## src/rtl/sramcard_pkg.sv

```systemverilog
// Shared types for the PC Card memory access decoder.
package sramcard_pkg;

    // Source of the byte placed on host data bits 7:0
    typedef enum logic [1:0] {
        SRC_LO_DEV = 2'd0,
        SRC_HI_DEV = 2'd1,
        SRC_ATTR   = 2'd2,
        SRC_ZERO   = 2'd3
    } lane_src_e;

    // Result of classifying one host cycle
    typedef struct packed {
        logic       rd;        // valid read
        logic       wr;        // valid write
        logic       use_lo;    // even byte device takes part
        logic       use_hi;    // odd byte device takes part
        logic [1:0] lanes;     // host lanes carrying data
        logic       byte_odd;  // 8-bit access to the odd byte via lane 0
    } acc_dec_t;

endpackage

```

## src/rtl/cycle_decode.sv

```systemverilog
// cycle_decode: classifies the host control pins into an access.
// Assumes: pins are already synchronous to clk; purely combinational.
module cycle_decode
    import sramcard_pkg::*;
(
    input  logic     ce_lo_n,
    input  logic     ce_hi_n,
    input  logic     a0,
    input  logic     oe_n,
    input  logic     we_n,
    output acc_dec_t dec
);
    logic byte_m;
    logic word_m;
    logic odd_m;
    logic any_en;

    // Mode split from the two card enables and the strobe qualification
    always_comb begin
        byte_m = !ce_lo_n && ce_hi_n;
        word_m = !ce_lo_n && !ce_hi_n;
        odd_m  = ce_lo_n && !ce_hi_n;
        any_en = byte_m || word_m || odd_m;

        dec.rd       = any_en && !oe_n && we_n;
        dec.wr       = any_en && oe_n && !we_n;
        dec.use_lo   = word_m || (byte_m && !a0);
        dec.use_hi   = word_m || odd_m || (byte_m && a0);
        dec.lanes    = {!ce_hi_n, !ce_lo_n};
        dec.byte_odd = byte_m && a0;
    end
endmodule

```

## src/rtl/bank_select.sv

```systemverilog
// bank_select: one-of-N decode of the bank index into split byte selects.
// Assumes: en_lo/en_hi already include cycle validity; outputs active low.
module bank_select #(
    parameter int BANK_W = 2,
    localparam int NBANK = 1 << BANK_W
) (
    input  logic              en_lo,
    input  logic              en_hi,
    input  logic [BANK_W-1:0] bank,
    output logic [NBANK-1:0]  cs_lo_n,
    output logic [NBANK-1:0]  cs_hi_n
);
    for (genvar g = 0; g < NBANK; g++) begin : g_bank
        // Select for bank g, one byte half each
        always_comb begin
            cs_lo_n[g] = !(en_lo && (bank == BANK_W'(g)));
            cs_hi_n[g] = !(en_hi && (bank == BANK_W'(g)));
        end
    end
endmodule

```

## src/rtl/lane_router.sv

```systemverilog
// lane_router: places device read bytes onto the host data lanes.
// Assumes: select inputs are registered; read buses answer in-cycle.
module lane_router
    import sramcard_pkg::*;
(
    input  lane_src_e   lo_src,
    input  logic        hi_from_dev,
    input  logic [7:0]  rd_lo,
    input  logic [7:0]  rd_hi,
    input  logic [7:0]  rd_attr,
    output logic [15:0] dout
);
    // Low lane mux and high lane gate
    always_comb begin
        unique case (lo_src)
            SRC_LO_DEV: dout[7:0] = rd_lo;
            SRC_HI_DEV: dout[7:0] = rd_hi;
            SRC_ATTR:   dout[7:0] = rd_attr;
            default:    dout[7:0] = 8'h00;
        endcase
        dout[15:8] = hi_from_dev ? rd_hi : 8'h00;
    end
endmodule

```

## src/rtl/sramcard_decoder.sv

```systemverilog
// sramcard_decoder: PC Card host bus to byte-wide SRAM bank decoder.
// Registers all device controls one cycle after sampling the host pins;
// read data is steered combinationally from the device read buses.
// Assumes: host pins synchronous to clk; attribute memory is byte wide on
// the even lane only; write protect guards common memory only.
module sramcard_decoder
    import sramcard_pkg::*;
#(
    parameter int DEV_AW = 4,
    parameter int BANK_W = 2,
    parameter int ATT_AW = 3,
    localparam int ADDR_W = DEV_AW + BANK_W,
    localparam int NBANK  = 1 << BANK_W
) (
    input  logic              clk,
    input  logic              rst_n,
    input  logic              host_ce_lo_n,
    input  logic              host_ce_hi_n,
    input  logic              host_a0,
    input  logic [ADDR_W-1:0] host_addr,
    input  logic              host_oe_n,
    input  logic              host_we_n,
    input  logic              host_attr_n,
    input  logic              wp_switch,
    input  logic [15:0]       host_d_in,
    output logic [15:0]       host_d_out,
    output logic [1:0]        host_d_oe,
    output logic              host_wait_n,
    output logic              host_wp,
    output logic [DEV_AW-1:0] dev_addr,
    output logic [NBANK-1:0]  dev_cs_lo_n,
    output logic [NBANK-1:0]  dev_cs_hi_n,
    output logic              mem_rd_n,
    output logic              mem_wr_n,
    output logic [7:0]        dev_wd_lo,
    output logic [7:0]        dev_wd_hi,
    input  logic [7:0]        dev_rd_lo,
    input  logic [7:0]        dev_rd_hi,
    output logic [ATT_AW-1:0] attr_addr,
    output logic              attr_cs_n,
    input  logic [7:0]        attr_rd
);
    acc_dec_t          dec;
    logic              acc_any;
    logic              common_en;
    logic [NBANK-1:0]  cs_lo_n_d;
    logic [NBANK-1:0]  cs_hi_n_d;
    logic              attr_cs_n_d;
    logic              rd_n_d;
    logic              wr_n_d;
    logic [1:0]        oe_d;
    lane_src_e         lo_src_d;
    lane_src_e         lo_src_q;
    logic              hi_dev_q;
    logic [7:0]        wd_hi_d;

    cycle_decode u_decode (
        .ce_lo_n (host_ce_lo_n),
        .ce_hi_n (host_ce_hi_n),
        .a0      (host_a0),
        .oe_n    (host_oe_n),
        .we_n    (host_we_n),
        .dec     (dec)
    );

    // Qualify the access by space and protection
    always_comb begin
        acc_any     = dec.rd || dec.wr;
        common_en   = acc_any && host_attr_n;
        attr_cs_n_d = !(acc_any && !host_attr_n && dec.use_lo);
        rd_n_d      = !dec.rd;
        wr_n_d      = !(dec.wr && !(host_attr_n && wp_switch));
        oe_d        = dec.rd ? dec.lanes : 2'b00;
        wd_hi_d     = dec.byte_odd ? host_d_in[7:0] : host_d_in[15:8];
        if (host_attr_n)
            lo_src_d = dec.byte_odd ? SRC_HI_DEV : SRC_LO_DEV;
        else
            lo_src_d = dec.use_lo ? SRC_ATTR : SRC_ZERO;
    end

    bank_select #(.BANK_W(BANK_W)) u_bank (
        .en_lo   (common_en && dec.use_lo),
        .en_hi   (common_en && dec.use_hi),
        .bank    (host_addr[ADDR_W-1:DEV_AW]),
        .cs_lo_n (cs_lo_n_d),
        .cs_hi_n (cs_hi_n_d)
    );

    // Register device controls and steering
    always_ff @(posedge clk) begin
        if (!rst_n) begin
            dev_cs_lo_n <= '1;
            dev_cs_hi_n <= '1;
            attr_cs_n   <= 1'b1;
            mem_rd_n    <= 1'b1;
            mem_wr_n    <= 1'b1;
            host_d_oe   <= 2'b00;
            lo_src_q    <= SRC_ZERO;
            hi_dev_q    <= 1'b0;
            dev_addr    <= '0;
            attr_addr   <= '0;
            dev_wd_lo   <= '0;
            dev_wd_hi   <= '0;
        end else begin
            dev_cs_lo_n <= cs_lo_n_d;
            dev_cs_hi_n <= cs_hi_n_d;
            attr_cs_n   <= attr_cs_n_d;
            mem_rd_n    <= rd_n_d;
            mem_wr_n    <= wr_n_d;
            host_d_oe   <= oe_d;
            lo_src_q    <= lo_src_d;
            hi_dev_q    <= host_attr_n;
            dev_addr    <= host_addr[DEV_AW-1:0];
            attr_addr   <= host_addr[ATT_AW-1:0];
            dev_wd_lo   <= host_d_in[7:0];
            dev_wd_hi   <= wd_hi_d;
        end
    end

    lane_router u_router (
        .lo_src      (lo_src_q),
        .hi_from_dev (hi_dev_q),
        .rd_lo       (dev_rd_lo),
        .rd_hi       (dev_rd_hi),
        .rd_attr     (attr_rd),
        .dout        (host_d_out)
    );

    // Static status outputs
    assign host_wait_n = 1'b1;
    assign host_wp     = wp_switch;

    // Assertions
    assert_standby_R1: assert property (@(posedge clk) disable iff (!rst_n)
        (host_ce_lo_n && host_ce_hi_n) |=>
            (&dev_cs_lo_n && &dev_cs_hi_n && attr_cs_n && mem_wr_n && mem_rd_n && host_d_oe == 2'b00));

    assert_lane_read_only_R5: assert property (@(posedge clk) disable iff (!rst_n)
        (host_d_oe != 2'b00) |-> (!mem_rd_n && mem_wr_n));

    assert_invalid_cycle_R6: assert property (@(posedge clk) disable iff (!rst_n)
        (!host_oe_n && !host_we_n) |=> (mem_rd_n && mem_wr_n && host_d_oe == 2'b00));

    assert_attr_excl_R7: assert property (@(posedge clk) disable iff (!rst_n)
        !attr_cs_n |-> (&dev_cs_lo_n && &dev_cs_hi_n));

    assert_one_bank_R8: assert property (@(posedge clk) disable iff (!rst_n)
        ($onehot0(~dev_cs_lo_n) && $onehot0(~dev_cs_hi_n)));

    assert_protect_R9: assert property (@(posedge clk) disable iff (!rst_n)
        (wp_switch && host_attr_n && !host_we_n) |=> mem_wr_n);

    assert_wait_R10: assert property (@(posedge clk) disable iff (!rst_n)
        host_wait_n && (host_wp == wp_switch));
endmodule

```

## config.mk

```make
export PLATFORM = sky130hd
export DESIGN_NAME = sramcard_decoder
export DESIGN_NICKNAME = d
export VERILOG_FILES = /design/src/rtl/sramcard_pkg.sv /design/src/rtl/cycle_decode.sv /design/src/rtl/bank_select.sv /design/src/rtl/lane_router.sv /design/src/rtl/sramcard_decoder.sv
export SDC_FILE = /design/constraint.sdc
export NUM_CORES = 1
export LEC_CHECK = 0
export BUFFER_PORTS_ARGS = -buffer_cell sky130_fd_sc_hd__buf_4
export CORE_MARGIN = 2
export CORE_UTILIZATION = 38
export CTS_CLUSTER_DIAMETER = 200
export DETAILED_ROUTE_END_ITERATION = 7
export GPL_TIMING_DRIVEN = 0
export PLACE_DENSITY = 0.78
export REMOVE_ABC_BUFFERS = 1
export SYNTH_ARGS = -nofsm -noshare
export SYNTH_HDL_FRONTEND = slang
export SYNTH_SLANG_ARGS = --single-unit
export TNS_END_PERCENT = 20
```

## constraint.sdc

```tcl
create_clock -name clk -period 1.2 [get_ports clk]
set_clock_uncertainty 0.05 [all_clocks]
set_input_delay 0.12 -clock clk [delete_from_list [all_inputs] [get_ports clk]]
set_output_delay 0.12 -clock clk [all_outputs]
set_load 0.02 [all_outputs]
```

==> flow_metrics.env, run 1 <==
export IMPL_status="finished with violations"
export IMPL_violations="negative setup slack"
export IMPL_maxCapViolations=0
export IMPL_design_area_um2=2590
export IMPL_yosys_area_top_type="dfxtp_1"
export IMPL_slowest_stage="dfxtp_4"
export IMPL_dp_cells=288
export IMPL_nets=335
export IMPL_path_delay_family="flip-flops"
export IMPL_ys_warn_count=0
export IMPL_seq_area_frac_synth_pct=53.2
export IMPL_rows=21
export IMPL_grt_ovfl_total=0
export IMPL_ys_seq_elements=36
export IMPL_crit_path_end_kind="output port"
export IMPL_drt_total_wl_um=4550
export IMPL_antenna_left=0
export IMPL_final_hold_viol_count=0
export IMPL_slew_headroom_pct=67.2
export IMPL_core_area_um2=3390
export IMPL_ios=109
export IMPL_powerDensity_nw_per_um2=1070
export IMPL_vias=1518
export IMPL_critPathMaxFanout=5
export IMPL_required_ns=1.03
export IMPL_ys_async_sr_fraction_pct=0
export IMPL_clkTransAtPathRegs_ns=0.10
export IMPL_tightest_slew_ns=0.487
export IMPL_critPathMaxStageDelay_ns=0.39
export IMPL_grt_usage_pct=22.0
export IMPL_diodes=0
export IMPL_setup_viol=8
export IMPL_synthTopCellsByArea="dfxtp_1 (53%), o21ai_0 (6.3%), and2_1 (6.0%)"
export IMPL_max_freq_mhz=673
export IMPL_die_area_um2=4060
export IMPL_initial_utilization_pct=40.0
export IMPL_drv_slew=0
export IMPL_hold_class="input port to flip-flop"
export IMPL_numCtsBuffers=5
export IMPL_path_cells="buf_4 -> mux2i_1 -> o21ai_1 -> buf_4"
export IMPL_root_buffer="clkbuf_4"
export IMPL_cts_tree="built"
export IMPL_startpoint_type="flip-flop"
export IMPL_synth_common_cells="dfxtp_1 (36), nand2_1 (19), o21ai_0 (17)"
export IMPL_worstPathArrival_ns=1.32
export IMPL_dr_pass1_iters=4
export IMPL_path_buf_inv=2
export IMPL_place_area_um2=2150
export IMPL_setup_tns_final_ns=-1.92
export IMPL_avgSynthCellArea_um2=9.28
export IMPL_leakage_nw=1.29
export IMPL_ys_flop_type="dfxtp_1"
export IMPL_crit_path_frequent_cell="buf_4"
export IMPL_min_path_cells=2
export IMPL_wl_per_cell_um=13.9
export IMPL_drive_gt1_share_pct=46.6
export IMPL_io_buffers=107
export IMPL_fin_util_pct=76.4
export IMPL_dpl_hpwl_um=3100
export IMPL_antenna_found_initial=0
export IMPL_clock_sinks=36
export IMPL_die_x_um=63.7
export IMPL_cts_max_path_buffers=2
export IMPL_syn2layout_area_growth_pct=91.0
export IMPL_syn_inst=146
export IMPL_grt_pass1_wl_um=6730
export IMPL_rsz0062_at_grt="yes"
export IMPL_via_per_inst=4.64
export IMPL_crit_cells=4
export IMPL_post_place_ws_ns=-0.283
export IMPL_grt_pass1_vias=1504
export IMPL_synth_top_area_share_pct=53.2
export IMPL_fin_crit_sh_pct=124
export IMPL_crit_type="flip-flop to output port"
export IMPL_netlist_area_um2=1360
export IMPL_htreeDepth=2
export IMPL_drc=0
export IMPL_period_minus_slack_ns=1.49
export IMPL_synth_edf_count=0
export IMPL_vdd_drop_max_v=0.000868
export IMPL_dr_first_iter_drc_count=66
export IMPL_fillCellCount=242
export IMPL_setup_slack_ns=-0.287
export IMPL_die_h_um=63.7
export IMPL_place_gp_congestion=0.767
export IMPL_grt_max_degree=30
export IMPL_synth_most_common_cell="dfxtp_1"
export IMPL_layout_cells_non_filler=327
export IMPL_ys_types=23
[power by group]
part | internal (mW) | total, mW | switching, mW
registers | 1.25 | 1.27 | 0.0251
clock network | 0.434 | 0.842 | 0.408
logic | 0.358 | 0.662 | 0.304
total | 2.04 | 2.78 | 0.737
[sequential cells by signal, indices dropped and copies added, names as in the netlist]
signal,flops
attr_cs_n,1
dev_addr,4
dev_cs_hi_n,4
dev_cs_lo_n,4
dev_wd_hi,8
dev_wd_lo,8
hi_dev_q,1
host_d_oe,2
lo_src_q,2
mem_rd_n,1
mem_wr_n,1
[layer usage]
layer | GRT usage, % | share of wire [%] | vias up
met5 | 0 | 0 | -
met4 | 10.6 | 2.9 | 0
met3 | 8.21 | 8.3 | 14
met2 | 43.7 | 55 | 75
met1 | 18.8 | 33 | 687
li1 | - | - | 742
[kinds of logic (layout without fill, tap and decap cells)]
family / after synthesis / after routing / synth area share, %
AOI/OAI and AO/OA: 19 / 19 / 7.20
xor gates and xnor gates: 1 / 1 / 0.646
buffers and inverters: 21 / 156 / 7.76
DFF: 36 / 36 / 53.2
muxes: 8 / 8 / 5.91
other: 1 / 1 / 0.277
and+or+nand+nor: 60 / 60 / 25.0
[stage by stage]
step           total power [mW]  hold WS, ns
2_1_floorplan              1.52        0.142
3_3_place_gp               1.84        0.263
3_5_place_dp               1.85        0.268
4_1_cts                    2.77      0.00753
5_1_grt                    2.90       0.0115
6_report                   2.78       0.0196
[final cells by class]
| cell class | count | area, um2 | share of cell area, % |
|---|---|---|---|
| Multi-Input combinational cell | 89 | 552 | 21.3 |
| Inverter | 10 | 37.5 | 1.45 |
| Clock inverter | 3 | 42.5 | 1.64 |
| Clock buffer | 5 | 37.5 | 1.45 |
| Timing Repair Buffer | 138 | 1130 | 43.6 |
| Sequential cell | 36 | 732 | 28.3 |
| Tap cell | 46 | 57.6 | 2.22 |
[final timing paths]
| check | end | slack [ns] | startpoint |
|---|---|---|---|
| worst max-delay path | host_d_out[2] | -0.29 | lo_src_q[1]$_SDFF_PN1_ |
| worst min-delay path | host_d_oe[0]$_SDFF_PN0_ | 0.02 | host_we_n |
[layout by cell type, fill, tap and decap left out, types with 2 or more instances in the layout]
| cell type | instances |
|---|---|
| buf_4 | 104 |
| dfxtp_1 | 33 |
| dlygate4sd3_1 | 27 |
| nand2_1 | 18 |
| and2_1 | 11 |
| nand3_1 | 11 |
| inv_1 | 10 |
| o21ai_0 | 9 |
| mux2i_1 | 7 |
| o21ai_1 | 7 |
| buf_6 | 7 |
| clkbuf_4 | 5 |
| nand3b_1 | 3 |
| nand4b_1 | 3 |
| dfxtp_4 | 3 |
| and2_4 | 2 |
| nand2b_1 | 2 |
| nor2_1 | 2 |
| nand4_1 | 2 |
[timing repair]
action                                  4_1_cts  5_1_grt
hold buffers                                 27        0
endpoints found under the hold margin        33        0
endpoints found under the setup margin       16       16
buffers inserted                              4        0
pin swaps                                     0        2
resized for setup                            21        9
(Power assumes the default switching activity.)
==> run 2, diff against run 1 <==
==> constraint.sdc (replaced) <==
create_clock -name clk -period 1.6 [get_ports clk]
set_clock_uncertainty 0.05 [all_clocks]
set_input_delay 0.16 -clock clk [delete_from_list [all_inputs] [get_ports clk]]
set_output_delay 0.16 -clock clk [all_outputs]
set_load 0.02 [all_outputs]
==> run 2 against run 1 <==
  * The flow now finishes without violations
  * Highest routed layer unchanged
  * Sequential power decreased by 24%
  * Core utilization decreased by 3.5 points
  * Non-clock buffer count decreased by 8
  * Global-route usage decreased by 1.1 points
  * Flip-flop and latch count unchanged
  * Cell count decreased by 2.4%
  * Routed wire length decreased by 3.2%
  * Clock power decreased by 25%
  * Hold slack got worse by 0.011 ns
==> flow_metrics.env, run 2 (same netlist as run 1, synthesis figures left out) <==
export IMPL_status="completed"
export IMPL_grt_usage_pct=21.0
export IMPL_die_area_um2=4060
export IMPL_numCtsBuffers=5
export IMPL_core_area_um2=3390
export IMPL_route_met3_wl_um=382
export IMPL_pwr_share_comb_pct=22.5
export IMPL_period_minus_slack_ns=1.54
export IMPL_nets=327
export IMPL_rsz0062_at_grt="no"
export IMPL_syn2layout_area_growth_pct=82.4
export IMPL_cts_max_path_buffers=2
export IMPL_critPathMaxStageDelay_ns=0.41
export IMPL_setup_tns_final_ns=0
export IMPL_largestRegisters="dev_wd_hi (8), dev_wd_lo (8)"
export IMPL_seqPwrFrac_pct=46.8
export IMPL_via_per_inst=4.62
export IMPL_dp_cells=288
export IMPL_diodes=0
export IMPL_max_freq_mhz=650
export IMPL_setup_viol=0
export IMPL_place_gp_congestion=0.767
export IMPL_fin_crit_sh_pct=96.1
export IMPL_rows=21
export IMPL_wl_per_cell_um=13.8
export IMPL_grt_ovfl_total=0
export IMPL_cts_tree="built"
export IMPL_htreeDepth=2
export IMPL_layout_cells_non_filler=319
export IMPL_dpl_hpwl_um=3100
export IMPL_layout_common_cells="buf_4 (108), dfxtp_1 (34), dlygate4sd3_1 (22)"
export IMPL_drive_gt1_share_pct=44.7
export IMPL_dr_pass1_iters=4
export IMPL_final_hold_viol_count=0
export IMPL_clock_sinks=36
export IMPL_powerDensity_nw_per_um2=830
export IMPL_mostFrequentLayoutCell="buf_4"
export IMPL_crit_path_end_kind="output port"
export IMPL_io_buffers=107
export IMPL_switching_share_pct=26.5
export IMPL_drv_slew=0
export IMPL_hold_class="input port to flip-flop"
export IMPL_leakage_nw=1.25
export IMPL_clkTransAtPathRegs_ns=0.10
export IMPL_antenna_left=0
export IMPL_wl_met2_um=2370
export IMPL_worstPathArrival_ns=1.33
export IMPL_dr_first_iter_drc_count=38
export IMPL_grt_pass1_vias=1444
export IMPL_path_delay_family="flip-flops"
export IMPL_die_x_um=63.7
export IMPL_critPathMaxFanout=9
export IMPL_path_buf_inv=1
export IMPL_slowest_stage="dfxtp_4"
export IMPL_total_power_mw=2.05
export IMPL_die_h_um=63.7
export IMPL_vias=1474
export IMPL_crit_type="flip-flop to output port"
export IMPL_fillCellCount=267
export IMPL_required_ns=1.39
export IMPL_initial_utilization_pct=40.0
export IMPL_grt_max_degree=30
export IMPL_antenna_found_initial=0
export IMPL_root_buffer="clkbuf_4"
export IMPL_p_clk_share_pct=30.8
export IMPL_startpoint_type="flip-flop"
export IMPL_maxCapViolations=0
export IMPL_grt_pass1_wl_um=6420
export IMPL_wl_met1_um=1510
export IMPL_drt_total_wl_um=4410
export IMPL_switchingPower_uw=543
export IMPL_intPower_mw=1.51
export IMPL_vdd_drop_max_v=0.000609
export IMPL_drc=0
export IMPL_highest_layer="met4"
export IMPL_path_cells="nor2b_4 -> nand2_1 -> o21ai_1 -> buf_4"
export IMPL_ios=109
## run 2: routing by layer
layer	global-route usage [%]	up-vias
li1	-	726
met1	18.7	659
met2	40.3	77
met3	8.04	12
met4	10.6	0
met5	0	-
## run 2: layout make-up
cell class	count	area, um2	area share [%]
Sequential cell	36	728	29.5
Timing Repair Buffer	130	1030	41.7
Tap cell	46	57.6	2.33
Clock inverter	3	42.5	1.72
Multi-Input combinational cell	89	537	21.7
Clock buffer	5	37.5	1.52
Inverter	10	37.5	1.52
## run 2: worst min-delay path, delay by kind of cell
| kind | cells | cell delay (ns) |
|---|---|---|
| AO/OA/AOI/OAI | 1 | 0.08 |
| buffers and inverters | 1 | 0.07 |
| AND/OR/NAND/NOR | 1 | 0.05 |
## run 2: path summary, 6_finish.rpt
check	from	end	cells after the start
setup / recovery	lo_src_q[1]$_SDFF_PN1_	host_d_out[6]	4
hold / removal	host_d_in[11]	dev_wd_hi[3]$_SDFF_PN0_	3
## run 2: stage by stage
| stage | hold slack [ns] | setup WS (ns) | instance area [um2] | utilization (%) |
|---|---|---|---|---|
| 5_1_grt | 0.0000823 | 0.00376 | 2470 | 72.9 |
| 2_1_floorplan | 0.182 | 0.242 | 1290 | - |
| 3_3_place_gp | 0.303 | 0.0929 | 2150 | 63.4 |
| 4_1_cts | 0.000566 | 0.0238 | 2450 | 72.3 |
| 3_5_place_dp | 0.308 | 0.0769 | 2150 | 63.4 |
| 6_report | 0.00904 | 0.0625 | 2470 | 72.9 |
## run 2: power groups by stage
stage / registers, mW / clock network (mW) / logic, mW
after detailed placement: 0.980 / 0 / 0.407
after global routing: 0.964 / 0.687 / 0.491
final: 0.959 / 0.631 / 0.461
after global placement: 0.978 / 0 / 0.401
after floorplan: 1.03 / 0 / 0.115
after CTS: 0.960 / 0.639 / 0.452
## run 2: repair_timing
| item | 4_1_cts | 5_1_grt |
|---|---|---|
| setup buffers | 0 | 1 |
| endpoints found under the setup margin | 8 | 8 |
| hold buffers | 21 | 1 |
| resized for setup | 5 | 3 |
| cloned | 0 | 0 |
| pin swaps | 0 | 0 |
| hold endpoints to repair | 21 | 1 |
==> run 3, diff against run 2 <==
--- a/config.mk
+++ b/config.mk
@@ -11,7 +11,7 @@
 export CTS_CLUSTER_DIAMETER = 200
 export DETAILED_ROUTE_END_ITERATION = 7
 export GPL_TIMING_DRIVEN = 0
-export PLACE_DENSITY = 0.78
+export PLACE_DENSITY = 0.79
 export REMOVE_ABC_BUFFERS = 1
 export SYNTH_ARGS = -nofsm -noshare
 export SYNTH_HDL_FRONTEND = slang
==> run 3 against run 2 <==
  * Core utilization rose by 1.0 points
  * Global-route usage fell by 0.23 points
  * Critical path depth did not move
  * Final area rose by 1.4%
  * Clock-buffer cell count rose by 1
  * Largest power group unchanged
  * Highest routed layer unchanged
==> flow_metrics.env, run 3 (same netlist as run 1, synthesis figures left out) <==
export IMPL_status="completed"
export IMPL_vdd_drop_max_v=0.000726
export IMPL_drc=0
export IMPL_hold_class="input port to flip-flop"
export IMPL_grt_ovfl_total=0
export IMPL_startpoint_type="flip-flop"
export IMPL_grt_pass1_vias=1497
export IMPL_fin_util_pct=73.9
export IMPL_critPathMaxFanout=9
export IMPL_crit_type="flip-flop to output port"
export IMPL_root_buffer="clkbuf_4"
export IMPL_maxCapViolations=0
export IMPL_vias=1483
export IMPL_drt_total_wl_um=4090
export IMPL_leakage_nw=1.27
export IMPL_place_area_um2=2150
export IMPL_diodes=0
export IMPL_clock_sinks=36
export IMPL_largestRegisters="dev_wd_hi (8), dev_wd_lo (8)"
export IMPL_place_gp_congestion=0.731
export IMPL_die_area_um2=4060
export IMPL_final_hold_viol_count=0
export IMPL_period_minus_slack_ns=1.52
export IMPL_rows=21
export IMPL_rsz0062_at_grt="yes"
export IMPL_htreeDepth=2
export IMPL_worstPathArrival_ns=1.31
export IMPL_dr_pass1_iters=4
export IMPL_fin_crit_sh_pct=94.7
export IMPL_io_buffers=107
export IMPL_grt_usage_pct=20.8
export IMPL_required_ns=1.39
export IMPL_syn2layout_area_growth_pct=84.9
export IMPL_drive_gt1_share_pct=44.0
export IMPL_initial_utilization_pct=40.0
export IMPL_via_per_inst=4.59
export IMPL_dpl_hpwl_um=2740
export IMPL_layout_common_cells="buf_4 (109), dfxtp_1 (34), dlygate4sd3_1 (25)"
export IMPL_mostFrequentLayoutCell="buf_4"
export IMPL_antenna_left=0
export IMPL_ios=109
export IMPL_antenna_found_initial=0
export IMPL_cts_max_path_buffers=2
export IMPL_setup_viol=0
export IMPL_crit_path_end_kind="output port"
export IMPL_drv_slew=0
export IMPL_grt_max_degree=30
export IMPL_grt_pass1_wl_um=6530
export IMPL_core_area_um2=3390
export IMPL_cts_tree="built"
export IMPL_nets=331
export IMPL_numCtsBuffers=5
export IMPL_wl_per_cell_um=12.7
export IMPL_max_freq_mhz=660
export IMPL_clkTransAtPathRegs_ns=0.10
export IMPL_dr_first_iter_drc_count=27
export IMPL_design_area_um2=2500
export IMPL_die_h_um=63.7
export IMPL_die_x_um=63.7
export IMPL_powerDensity_nw_per_um2=812
==> run 3: timing repair <==
action	CTS	global route
pin swaps	0	0
resized for setup	4	5
setup endpoints to repair	8	8
hold buffers	25	0
setup buffers	0	2
endpoints found under the hold margin	27	0
gates cloned	0	0
==> run 3: worst paths after layout <==
path | from | cells past startpoint | end | slack (ns)
worst max-delay path | lo_src_q[1]$_SDFF_PN1_ | 4 | host_d_out[0] | 0.08
worst min-delay path | host_ce_lo_n | 3 | lo_src_q[0]$_SDFF_PN1_ | 0.02
==> run 3: layout make-up <==
cell class	count	area, um2
clock buffers	6	41.3
clock inverters	2	35.0
fillers	273	885
multi-input cells	89	537
inverters	10	37.5
repair buffers	134	1070
well taps	46	57.6
flip-flops and latches	36	728
==> run 3: routing by layer <==
metal / wire (um) / track usage, % / vias up
met5: 0 / 0 / -
met4: 51 / 6.52 / 0
met3: 504 / 10.2 / 6
met2: 2170 / 38.9 / 76
met1: 1370 / 19.4 / 663
li1: - / - / 738
==> run 3: worst max-delay path, cell delays in order, from the launching register on <==
cell,delay [ns]
dfxtp_4,0.42
nor2b_4,0.22
nand2_1,0.08
o21ai_0,0.09
buf_4,0.17
==> run 3: through the flow <==
stage	hold slack, ns	TNS (ns)	power (mW)	cells	worst slack [ns]
6_report	0.0241	0	2.03	323	0.0844
5_1_grt	0.0150	-0.0107	2.14	323	-0.00586
3_3_place_gp	0.306	0	1.38	288	0.0497
4_1_cts	0.0109	0	2.04	321	0.0204
2_1_floorplan	0.182	0	1.14	135	0.242
3_5_place_dp	0.309	0	1.38	288	0.0405
==> run 3: report_power, final <==
part	switching [mW]	internal [mW]	total, mW
Combinational	0.212	0.253	0.465
Sequential	0.0211	0.935	0.956
Clock	0.283	0.328	0.611
Total	0.516	1.52	2.03
